<file path="config.mk">
export PLATFORM = sky130hd
export DESIGN_NAME = split_bus_master
export DESIGN_NICKNAME = d
export VERILOG_FILES = /design/src/rtl/split_bus_pkg.sv /design/src/rtl/sbm_req_queue.sv /design/src/rtl/sbm_addr_fsm.sv /design/src/rtl/sbm_data_fsm.sv /design/src/rtl/split_bus_master.sv
export SDC_FILE = /design/constraint.sdc
export NUM_CORES = 1
export LEC_CHECK = 0
export CORE_MARGIN = 8
export CORE_UTILIZATION = 25
export CTS_BUF_LIST = sky130_fd_sc_hd__clkbuf_16
export CTS_CLUSTER_SIZE = 40
export DETAILED_ROUTE_END_ITERATION = 10
export DONT_BUFFER_PORTS = 1
export PLACE_DENSITY = 0.43
export SYNTH_ARGS = -nofsm -noshare
export SYNTH_HDL_FRONTEND = slang
export SYNTH_SLANG_ARGS = --single-unit
</file>
<file path="constraint.sdc">
create_clock -name clk_i -period 3 [get_ports clk_i]
set_clock_uncertainty 0.05 [all_clocks]
set_input_delay 0.45 -clock clk_i [delete_from_list [all_inputs] [get_ports clk_i]]
set_output_delay 0.45 -clock clk_i [all_outputs]
set_load 0.03 [all_outputs]
</file>
<file path="src/rtl/split_bus_pkg.sv">
package split_bus_pkg;
  typedef enum logic [2:0] {
    A_IDLE,
    A_REQ,
    A_TS,
    A_BUSY,
    A_REL
  } addr_st_e;

  typedef enum logic [1:0] {
    D_IDLE,
    D_WAIT,
    D_BUSY,
    D_REL
  } data_st_e;
endpackage

</file>
<file path="src/rtl/sbm_req_queue.sv">
module sbm_req_queue #(
  parameter int CNT_W = 3
) (
  input  logic clk_i,
  input  logic rst_ni,
  input  logic push_i,
  input  logic requeue_i,
  input  logic pop_i,
  output logic nonempty_o
);
  localparam logic [CNT_W:0] CntMax = (CNT_W+1)'((1 << CNT_W) - 1);

  logic [CNT_W-1:0] cnt_q;
  logic [CNT_W:0]   sum;

  always_comb begin
    sum = {1'b0, cnt_q} + {{CNT_W{1'b0}}, push_i} + {{CNT_W{1'b0}}, requeue_i}
        - {{CNT_W{1'b0}}, pop_i};
    if (sum > CntMax) sum = CntMax;
  end

  always_ff @(posedge clk_i or negedge rst_ni) begin
    if (!rst_ni) cnt_q <= '0;
    else         cnt_q <= sum[CNT_W-1:0];
  end

  assign nonempty_o = (cnt_q != '0);
endmodule

</file>
<file path="src/rtl/sbm_addr_fsm.sv">
module sbm_addr_fsm
  import split_bus_pkg::*;
(
  input  logic clk_i,
  input  logic rst_ni,
  input  logic pend_i,
  input  logic data_idle_i,
  input  logic bg_ni,
  input  logic abb_ni,
  input  logic aack_ni,
  input  logic artry_ni,
  output logic br_no,
  output logic ts_no,
  output logic ts_oe_o,
  output logic abb_no,
  output logic abb_oe_o,
  output logic pop_o,
  output logic requeue_o,
  output logic data_go_o
);
  addr_st_e st_q, st_d;
  logic     rty_q, rty_d;

  always_comb begin
    st_d  = st_q;
    rty_d = rty_q;
    unique case (st_q)
      A_IDLE: if (pend_i && data_idle_i) st_d = A_REQ;
      A_REQ:  if (!bg_ni && abb_ni) st_d = A_TS;
      A_TS, A_BUSY: begin
        if (!aack_ni) begin
          st_d  = A_REL;
          rty_d = !artry_ni;
        end else begin
          st_d = A_BUSY;
        end
      end
      A_REL: begin
        st_d  = A_IDLE;
        rty_d = 1'b0;
      end
      default: st_d = A_IDLE;
    endcase
  end

  always_ff @(posedge clk_i or negedge rst_ni) begin
    if (!rst_ni) begin
      st_q  <= A_IDLE;
      rty_q <= 1'b0;
    end else begin
      st_q  <= st_d;
      rty_q <= rty_d;
    end
  end

  // retry window covers the ack edge and the edge after it
  assign requeue_o = (st_q == A_REL) && (rty_q || !artry_ni);
  assign data_go_o = (st_q == A_REL) && !rty_q && artry_ni;
  assign pop_o     = (st_q == A_TS);

  assign br_no    = !((st_q == A_REQ) || (st_q == A_TS) || pend_i);
  assign ts_no    = !(st_q == A_TS);
  assign abb_oe_o = (st_q == A_TS) || (st_q == A_BUSY) || (st_q == A_REL);
  assign ts_oe_o  = abb_oe_o;
  assign abb_no   = !((st_q == A_TS) || (st_q == A_BUSY));
endmodule

</file>
<file path="src/rtl/sbm_data_fsm.sv">
module sbm_data_fsm
  import split_bus_pkg::*;
(
  input  logic clk_i,
  input  logic rst_ni,
  input  logic go_i,
  input  logic dbg_ni,
  input  logic dbb_ni,
  input  logic ta_ni,
  output logic dbb_no,
  output logic dbb_oe_o,
  output logic done_o,
  output logic idle_o
);
  data_st_e st_q, st_d;

  always_comb begin
    st_d = st_q;
    unique case (st_q)
      D_IDLE: if (go_i) st_d = D_WAIT;
      D_WAIT: if (!dbg_ni && dbb_ni) st_d = D_BUSY;
      D_BUSY: if (!ta_ni) st_d = D_REL;
      D_REL:  st_d = D_IDLE;
      default: st_d = D_IDLE;
    endcase
  end

  always_ff @(posedge clk_i or negedge rst_ni) begin
    if (!rst_ni) st_q <= D_IDLE;
    else         st_q <= st_d;
  end

  assign dbb_oe_o = (st_q == D_BUSY) || (st_q == D_REL);
  assign dbb_no   = !(st_q == D_BUSY);
  assign done_o   = (st_q == D_REL);
  assign idle_o   = (st_q == D_IDLE);
endmodule

</file>
<file path="src/rtl/split_bus_master.sv">
module split_bus_master #(
  parameter int CNT_W = 3
) (
  input  logic clk_i,
  input  logic rst_ni,
  input  logic req_i,
  output logic done_o,
  output logic br_no,
  input  logic bg_ni,
  input  logic abb_ni,
  output logic abb_no,
  output logic abb_oe_o,
  output logic ts_no,
  output logic ts_oe_o,
  input  logic aack_ni,
  input  logic artry_ni,
  input  logic dbg_ni,
  input  logic dbb_ni,
  output logic dbb_no,
  output logic dbb_oe_o,
  input  logic ta_ni
);
  logic pend, pop, requeue, data_go, data_idle;

  sbm_req_queue #(.CNT_W(CNT_W)) u_queue (
    .clk_i      (clk_i),
    .rst_ni     (rst_ni),
    .push_i     (req_i),
    .requeue_i  (requeue),
    .pop_i      (pop),
    .nonempty_o (pend)
  );

  sbm_addr_fsm u_addr (
    .clk_i       (clk_i),
    .rst_ni      (rst_ni),
    .pend_i      (pend),
    .data_idle_i (data_idle),
    .bg_ni       (bg_ni),
    .abb_ni      (abb_ni),
    .aack_ni     (aack_ni),
    .artry_ni    (artry_ni),
    .br_no       (br_no),
    .ts_no       (ts_no),
    .ts_oe_o     (ts_oe_o),
    .abb_no      (abb_no),
    .abb_oe_o    (abb_oe_o),
    .pop_o       (pop),
    .requeue_o   (requeue),
    .data_go_o   (data_go)
  );

  sbm_data_fsm u_data (
    .clk_i    (clk_i),
    .rst_ni   (rst_ni),
    .go_i     (data_go),
    .dbg_ni   (dbg_ni),
    .dbb_ni   (dbb_ni),
    .ta_ni    (ta_ni),
    .dbb_no   (dbb_no),
    .dbb_oe_o (dbb_oe_o),
    .done_o   (done_o),
    .idle_o   (data_idle)
  );
endmodule

</file>
; ---- Yosys cells after proc, flatten, opt, wreduce, memory -nomap -nowiden
; Index checks and enable logic that the tools add are counted.
[totals]
regBits = 9
wordCells = 60
in_bits = 10
[op_classes]
eq_ne = 13
addsub = 3
mux = 11
n_lt_le_gt_ge = 1
reduce_logical = 28
[op_table]
columns = operator, count
row1 = two-way mux 3 bit, 4
row2 = case mux 3 bit (3 select lines), 1
row3 = logical NOT 1 bit, 8
row4 = case mux 2 bit (4 select lines), 1
row5 = == test 3 x 2 -> 1 bit (second input constant), 2
row6 = logical AND 1 bit, 6
row7 = logical OR 1 bit, 6
row8 = two-way mux 2 bit, 3
row9 = != test 2 x 1 -> 1 bit (second input constant), 3
row10 = != test 2 bit (second input constant), 3
row11 = adder 3 x 1 -> 4 bit, 1
row12 = adder 4 x 1 -> 4 bit, 1
row13 = == test 2 bit (second input constant), 2
row14 = > comparator 4 x 3 -> 1 bit (second input constant), 1
row15 = AND reduction 2 bit, 2
row16 = subtractor 4 x 1 -> 4 bit, 1
row17 = == test 3 x 1 -> 1 bit (second input constant), 1
row18 = == test 3 bit (second input constant), 1
row19 = logical NOT 3 bit, 1
row20 = AND reduction 3 bit, 1
row21 = nonzero test 3 bit, 1
row22 = == test 2 x 1 -> 1 bit (second input constant), 1
row23 = logical NOT 2 bit, 1
row24 = case mux 1 bit (2 select lines), 1
row25 = other kinds (3), 3

; ---- Longest topological paths before layout
; Gate-level depths: netlist of run 1.
[logic_depth]
depth_word = 7
mapped_depth = 9
depth_no_buf = 8

; ---- Hierarchy
; A second synthesis of run 1 with hierarchy kept.
[unflattened]
hier_cells = 76
hier_area_um2 = 693.2
[modules_own_cells]
columns = module, area_each_um2, instances, cells_per_inst
row1 = sbm_req_queue, 275.3, 1, 28
row2 = sbm_addr_fsm, 242.7, 1, 31
row3 = sbm_data_fsm, 175.2, 1, 17

; ---- Least setup slack after synthesis of run 1
; No wires, ideal clock.
[synth_path]
path_type = register to register
start = register u_addr.st_q[2]
end = register u_queue.cnt_q[2]
slack_ps = 297
arrival_ps = 2573
path_stages_with_launch = 9
cell_sequence = dfrtp_1 > nand2b_1 > or2_2 > xor2_1 > fa_1 > fa_1 > xnor2_1 > nor2_1 > mux2i_1
[synth_via]
elab_chain_len = 6
[synth_rtl]
columns = item, line_no
row1 = "start, declared", sbm_addr_fsm.sv:21  ; addr_st_e st_q, st_d;
row2 = "start signal, assigned", sbm_addr_fsm.sv:51  ; st_q <= st_d;
row3 = == test 3 bit, sbm_addr_fsm.sv:57  ; assign requeue_o = (st_q == A_REL) && (rty_q || !artry_ni);
row4 = logical AND 1 bit, sbm_addr_fsm.sv:57
row5 = adder 4 x 1 -> 4 bit, sbm_req_queue.sv:17  ; sum = {1'b0, cnt_q} + {{CNT_W{1'b0}}, push_i} + {{CNT_W{1'b0}}, requeue_i}
row6 = subtractor 4 x 1 -> 4 bit (*), sbm_req_queue.sv:18  ; - {{CNT_W{1'b0}}, pop_i};
row7 = > comparator 4 x 3 -> 1 bit, sbm_req_queue.sv:19  ; if (sum > CntMax) sum = CntMax;
row8 = two-way mux 3 bit (*), sbm_req_queue.sv:19
row9 = via u_queue.sum[2], sbm_req_queue.sv:14  ; logic [CNT_W:0] sum;
row10 = "end signal, assigned", sbm_req_queue.sv:24  ; else cnt_q <= sum[CNT_W-1:0];
row11 = "end, declared", sbm_req_queue.sv:13  ; logic [CNT_W-1:0] cnt_q;
; The timed path passes the listed nets; every way through them passes the cells marked *.
; A chain may end at the register's enable or synchronous reset.

; ---- Worst setup path in the final report of run 1
; Ends and elaborated chain as after synthesis.

==> results.cfg, run 1 <==
[outcome]
status = finished clean

[timing]
hold_violations = 0
rsz0062_at_grt = no
period_minus_slack_ns = 2.46
slew-limit-headroom_pct = 71.9
fmax_mhz = 407
fin_crit_sh_pct = 81.9
setup_viol = 0
timing.final.max_slew_violations = 0
worstMarginPinSlew_ns = 0.420
setup_tns_ns = 0

[cts]
post_cts_buffers = 0
clk_latency_ns = 0.23
cts-root-buf = clkbuf_16
cts_sinks = 9
cts_htree_levels = 1
cts_tree = yes
post_cts_resized = 0
cts_buffer_depth = 2
cts_buffers = 3
clk_pin_slew_ns = 0.04

[worst_setup_path]
required_ns = 3.10
critPathTopFamily = adder cells
cp_max_fo = 7
r2r_slack_ns = 0.54
cp_data_arrival_time_ns = 2.56
path_cells = nand2b_1, or2_2, xor2_1, fa_1, fa_1, xnor2_1, nor2_1, mux2i_1
slowest_stage = dfrtp_1
crit_top_cell = fa_1
endpoint_kind = register
worstSetupPathType = reg2reg
crit_buf_inv = 0
cp-start-kind = register
max_stage_delay_ns = 0.44

[worst_hold_path]
hp-class = in2reg

[power_and_ir_drop]
p_int_w = 0.000562
ir_drop_mv = 0.711
p_comb_share_pct = 50.8
power.share.clock_pct = 24.1
pwr-share-seq_pct = 25.1
swShare_pct = 41.1
p_switching_w = 0.000392
pwr_density_cell_nw_per_um2 = 1190
p_leak_nw = 0.383

[drt]
ant_nets = 0
wl_met1_um = 562
met2_length_um = 681
post_drt_via_cell_ratio = 4.61
wl_per_cell_um = 12.3
top_layer_used = met4
met3WireLength_um = 85
drcViolationCount = 0
routed_wl_mm = 1.34
dr.pass1.iters = 3
routed-via-count = 503
drt_iter0_markers = 20

[floorplanning]
coreArea_sq_um = 2500
die_h_um = 67.6
die_x_um = 67.6
rows = 18
die-area_sq_um = 4560
start_util_pct = 26.6
io_pins = 18

[synthesis]
yosysWarnings = 0
synthSimpleGateAreaFrac_pct = 20.7
synth_nets = 90
synth_area_sq_um = 664
synth_seq_cells = 9
synth-xor-area-share_pct = 3.95
synth_cell_types = 29
yosysSeqAreaShare_pct = 33.9
synthCells = 72
synth_top_family_by_area = simple AND/OR/NAND/NOR gates
synthAdderAreaFrac_pct = 17.3
synth-compound-area-share_pct = 11.9
synth.mux.area_fraction_pct = 3.77
avgSynthCellArea_sq_um = 9.23

[global_route]
antenna_found_initial = 0
grtUsageTotal_pct = 6.34
overflow = 0
grt_pass1_wl_mm = 2.19
grt_pass1_vias = 491
grt_max_degree = 10

[place]
place_hpwl_mm = 1.15
place_congestion = 0.735
placed_area_sq_um = 713
io_buffers = 0

[final_layout]
nets = 98
n_antenna_cell = 0
final_common_cell = inv_1
layout_common_cells = inv_1 (11), nor2_1 (9), dfrtp_1 (9), ha_1 (6), buf_4 (4)
final_cell_area_sq_um = 802
drive_gt1_share_pct = 13.9
synthToLayoutAreaGrowth_pct = 20.7

[job]
max_cap_violations = 0
cells by family after synthesis:
family,count (synthesis)
muxes,2
DFF,9
buffers and inverters,12
xor gates and xnor gates,3
adders and majority gates,8
and+or+nand+nor,26
AOI/OAI and AO/OA,12
through the flow:
step	total power, W	setup slack, ns	cells	utilization, %	hold slack, ns
after floorplan	0.000650	0.297	72	-	0.104
after global placement	0.000730	0.576	104	28.5	0.105
after detailed placement	0.000734	0.544	104	28.5	0.105
after CTS	0.000971	0.534	109	32.1	0.248
after global routing	0.00104	0.411	109	32.1	0.250
final	0.000954	0.544	109	32.1	0.251
metal layers:
metal / track usage, % / vias up
li1: - / 251
met1: 7.16 / 244
met2: 10.4 / 6
met3: 3.15 / 2
met4: 1.57 / 0
met5: 0 / -
final timing paths:
check | start | end | cells after the start
worst min-delay path | aack_ni | u_addr.st_q[2]$_DFFE_PN0P_ | 1
worst max-delay path | u_addr.st_q[2]$_DFFE_PN0P_ | u_queue.cnt_q[2]$_DFF_PN0_ | 8
worst max register to register | u_addr.st_q[2]$_DFFE_PN0P_ | u_queue.cnt_q[2]$_DFF_PN0_ | 8
worst min register to register | u_addr.st_q[2]$_DFFE_PN0P_ | u_addr.st_q[1]$_DFFE_PN0P_ | 1
max in group asynchronous | rst_ni | u_queue.cnt_q[0]$_DFF_PN0_ | 1
min in group asynchronous | rst_ni | u_addr.rty_q$_DFFE_PN0P_ | 1
layout make-up:
cell class	instances	area [sq um]
clock inverters	1	3.75
fillers	257	1700
flip-flops and latches	9	225
repair buffers	5	40.0
inverters	10	37.5
well taps	30	37.5
multi-input cells	51	383
clock buffers	3	75.1
registers in the layout, summed over array words and instances, names as in the netlist:
signal         flops
u_addr.rty_q       1
u_addr.st_q        3
u_data.st_q        2
u_queue.cnt_q      3
synthesized netlist by cell type:
cell	count	share of area [%]
xnor2_1	2	2.6
o311ai_0	1	1.3
a31oi_1	1	0.94
fa_1	2	6.0
or3_1	1	0.94
o21ai_0	4	3.0
buf_4	1	1.1
nor3_1	2	1.5
a211oi_1	1	1.1
nand3_1	1	0.75
nand3b_1	3	3.4
buf_6	1	1.7
xor2_1	1	1.3
o211a_1	1	1.5
mux2i_1	1	1.5
ha_1	6	11
nor2_1	9	5.1
nand2b_2	1	1.3
a21oi_1	2	1.5
inv_1	10	5.7
nand2b_1	2	1.9
nand2_1	2	1.1
nor4_1	1	0.94
nor2b_1	2	1.9
mux2_4	1	2.3
dfrtp_1	9	34
o21a_1	1	1.1
or2_2	2	1.9
a2bb2oi_1	1	1.3
power by group through the flow:
| stage | logic (W) | clock network [W] | registers (W) |
|---|---|---|---|
| after floorplan | 0.000432 | 0 | 0.000218 |
| after global placement | 0.000487 | 0 | 0.000242 |
| after detailed placement | 0.000492 | 0 | 0.000242 |
| after CTS | 0.000495 | 0.000234 | 0.000241 |
| after global routing | 0.000549 | 0.000244 | 0.000251 |
| final | 0.000485 | 0.000229 | 0.000240 |
timing repair:
item                                   in CTS  in global routing
hold buffers                                1                  0
setup endpoints to repair                   0                  0
endpoints found under the hold margin       9                  0
Power figures use the tool's default switching activity.
==> inputs of run 2 (changes only) <==
==> constraint.sdc (replaced) <==
create_clock -name clk_i -period 2.57 [get_ports clk_i]
set_clock_uncertainty 0.05 [all_clocks]
set_input_delay 0.3855 -clock clk_i [delete_from_list [all_inputs] [get_ports clk_i]]
set_output_delay 0.3855 -clock clk_i [all_outputs]
set_load 0.03 [all_outputs]
==> run 2 against run 1 <==
- register-to-register slack worse by 0.28 ns
- non-clock buffer count up 2
- sequential cell count unchanged
- sequential power is 11% higher
- final cell count is 1.8% higher
- first-iteration DRC count rose by 5.0%
- via count decreased by 0.60%
- combinational power up 22%
- critical path type unchanged
==> results.cfg, run 2 (synthesis gave the netlist of run 1 again) <==
[worst_setup_path]
required_ns = 2.68
path_cells = nand2b_2, or2_4, xor2_1, fa_1, fa_1, xnor2_1, nor2_1, mux2i_1
endpoint_kind = register
crit_top_cell = fa_1
crit_buf_inv = 0
worstSetupPathType = reg2reg
cp_max_fo = 2
slowest_stage = fa_1
cp_data_arrival_time_ns = 2.41
cp-start-kind = register
critPathTopFamily = adder cells
max_stage_delay_ns = 0.44

[power_and_ir_drop]
power.share.clock_pct = 24.3
p_switching_w = 0.000466
p_int_w = 0.000669
power.total_w = 0.00114
ir_drop_mv = 0.619
p_leak_nw = 0.395
p_comb_share_pct = 52.1
pwr_density_cell_nw_per_um2 = 1380
swShare_pct = 41.1
pwr-share-seq_pct = 23.6

[final_layout]
synthToLayoutAreaGrowth_pct = 23.7
final_cell_area_sq_um = 822
final_common_cell = inv_1
drive_gt1_share_pct = 17.3
stdcell_count = 111
reg_top3 = u_addr.st_q (3), u_queue.cnt_q (3), u_data.st_q (2)
nets = 100
n_antenna_cell = 0
layout_common_cells = inv_1 (11), nor2_1 (9), dfrtp_1 (9), ha_1 (6), buf_4 (6)

[timing]
setup_tns_ns = 0
period_minus_slack_ns = 2.30
whs_ns = 0.196
hold_violations = 0
worstMarginPinSlew_ns = 0.420
fin_crit_sh_pct = 89.6
rsz0062_at_grt = no
setup_viol = 0
timing.final.max_slew_violations = 0
fmax_mhz = 434
slew-limit-headroom_pct = 71.9

[global_route]
grt_pass1_wl_mm = 2.39
grt_max_degree = 10
antenna_found_initial = 0
grtUsageTotal_pct = 6.92
overflow = 0
grt_pass1_vias = 543

[floorplanning]
rows = 18
start_util_pct = 26.6
die-area_sq_um = 4560
die_h_um = 67.6
io_pins = 18
coreArea_sq_um = 2500
die_x_um = 67.6

[worst_hold_path]
hp-class = in2reg

[cts]
post_cts_buffers = 0
cts_buffer_depth = 2
clk_pin_slew_ns = 0.04
cts_buffers = 3
cts_htree_levels = 1
post_cts_resized = 0
cts-root-buf = clkbuf_16
cts_sinks = 9
cts_tree = yes
clk_latency_ns = 0.24

[drt]
post_drt_via_cell_ratio = 4.50
routed-via-count = 500
ant_nets = 0
dr.pass1.iters = 3
drcViolationCount = 0
routed_wl_mm = 1.37
wl_per_cell_um = 12.3
drt_iter0_markers = 21

[place]
placed_area_sq_um = 733
io_buffers = 0
place_hpwl_mm = 1.14
post-place-cells = 106
place_congestion = 0.776

[outcome]
status = finished clean

[job]
max_cap_violations = 0
run 2: cell count changes in the layout (fill, tap and decap cells not counted), sizes merged:
cell | previous run | this run
buf | 4 | 6
run 2: area by class of cell:
cell class                 count  area [sq um]
fill                         256          1680
multi-input combinational     51           388
sequential                     9           225
clock buffer                   3          75.1
timing repair buffer           7          55.1
inverter                      10          37.5
tap                           30          37.5
clock inverter                 1          3.75
run 2: final timing paths:
check	start	end	slack [ns]	depth (start not counted)
max	u_addr.st_q[2]$_DFFE_PN0P_	u_queue.cnt_q[2]$_DFF_PN0_	0.27	8
min	artry_ni	u_addr.rty_q$_DFFE_PN0P_	0.20	1
max reg2reg	u_addr.st_q[2]$_DFFE_PN0P_	u_queue.cnt_q[2]$_DFF_PN0_	0.27	8
min reg2reg	u_addr.st_q[2]$_DFFE_PN0P_	u_addr.st_q[0]$_DFFE_PN0P_	0.51	2
max in group asynchronous	rst_ni	u_addr.st_q[1]$_DFFE_PN0P_	1.71	1
min in group asynchronous	rst_ni	u_data.st_q[0]$_DFFE_PN0P_	0.47	1
run 2: routing by layer:
layer  share of wire, %  up-vias  track usage [%]
met1                 43      232             8.36
met3                 10        2             3.81
li1                   -      255                -
met5                  0        -                0
met2                 46       11             10.2
met4                1.1        0             2.35
run 2: per-stage QoR:
| step | setup slack (ns) | utilization (%) |
|---|---|---|
| 6_report | 0.267 | 32.9 |
| 5_1_grt | 0.122 | 32.9 |
| 4_1_cts | 0.257 | 32.9 |
| 3_5_place_dp | 0.278 | 29.3 |
| 3_3_place_gp | 0.308 | 29.3 |
| 2_1_floorplan | 0.0646 | - |
run 2: repair_timing:
item,in CTS,in global routing
hold buffers,1,0
setup endpoints to repair,0,0
endpoints found under the hold margin,9,0
run 2: power groups by stage:
stage          registers [W]  logic (W)  clock network [W]
6_report            0.000267   0.000592           0.000276
5_1_grt             0.000282   0.000670           0.000291
4_1_cts             0.000269   0.000603           0.000282
3_5_place_dp        0.000270   0.000594                  0
3_3_place_gp        0.000274   0.000591                  0
2_1_floorplan       0.000255   0.000509                  0
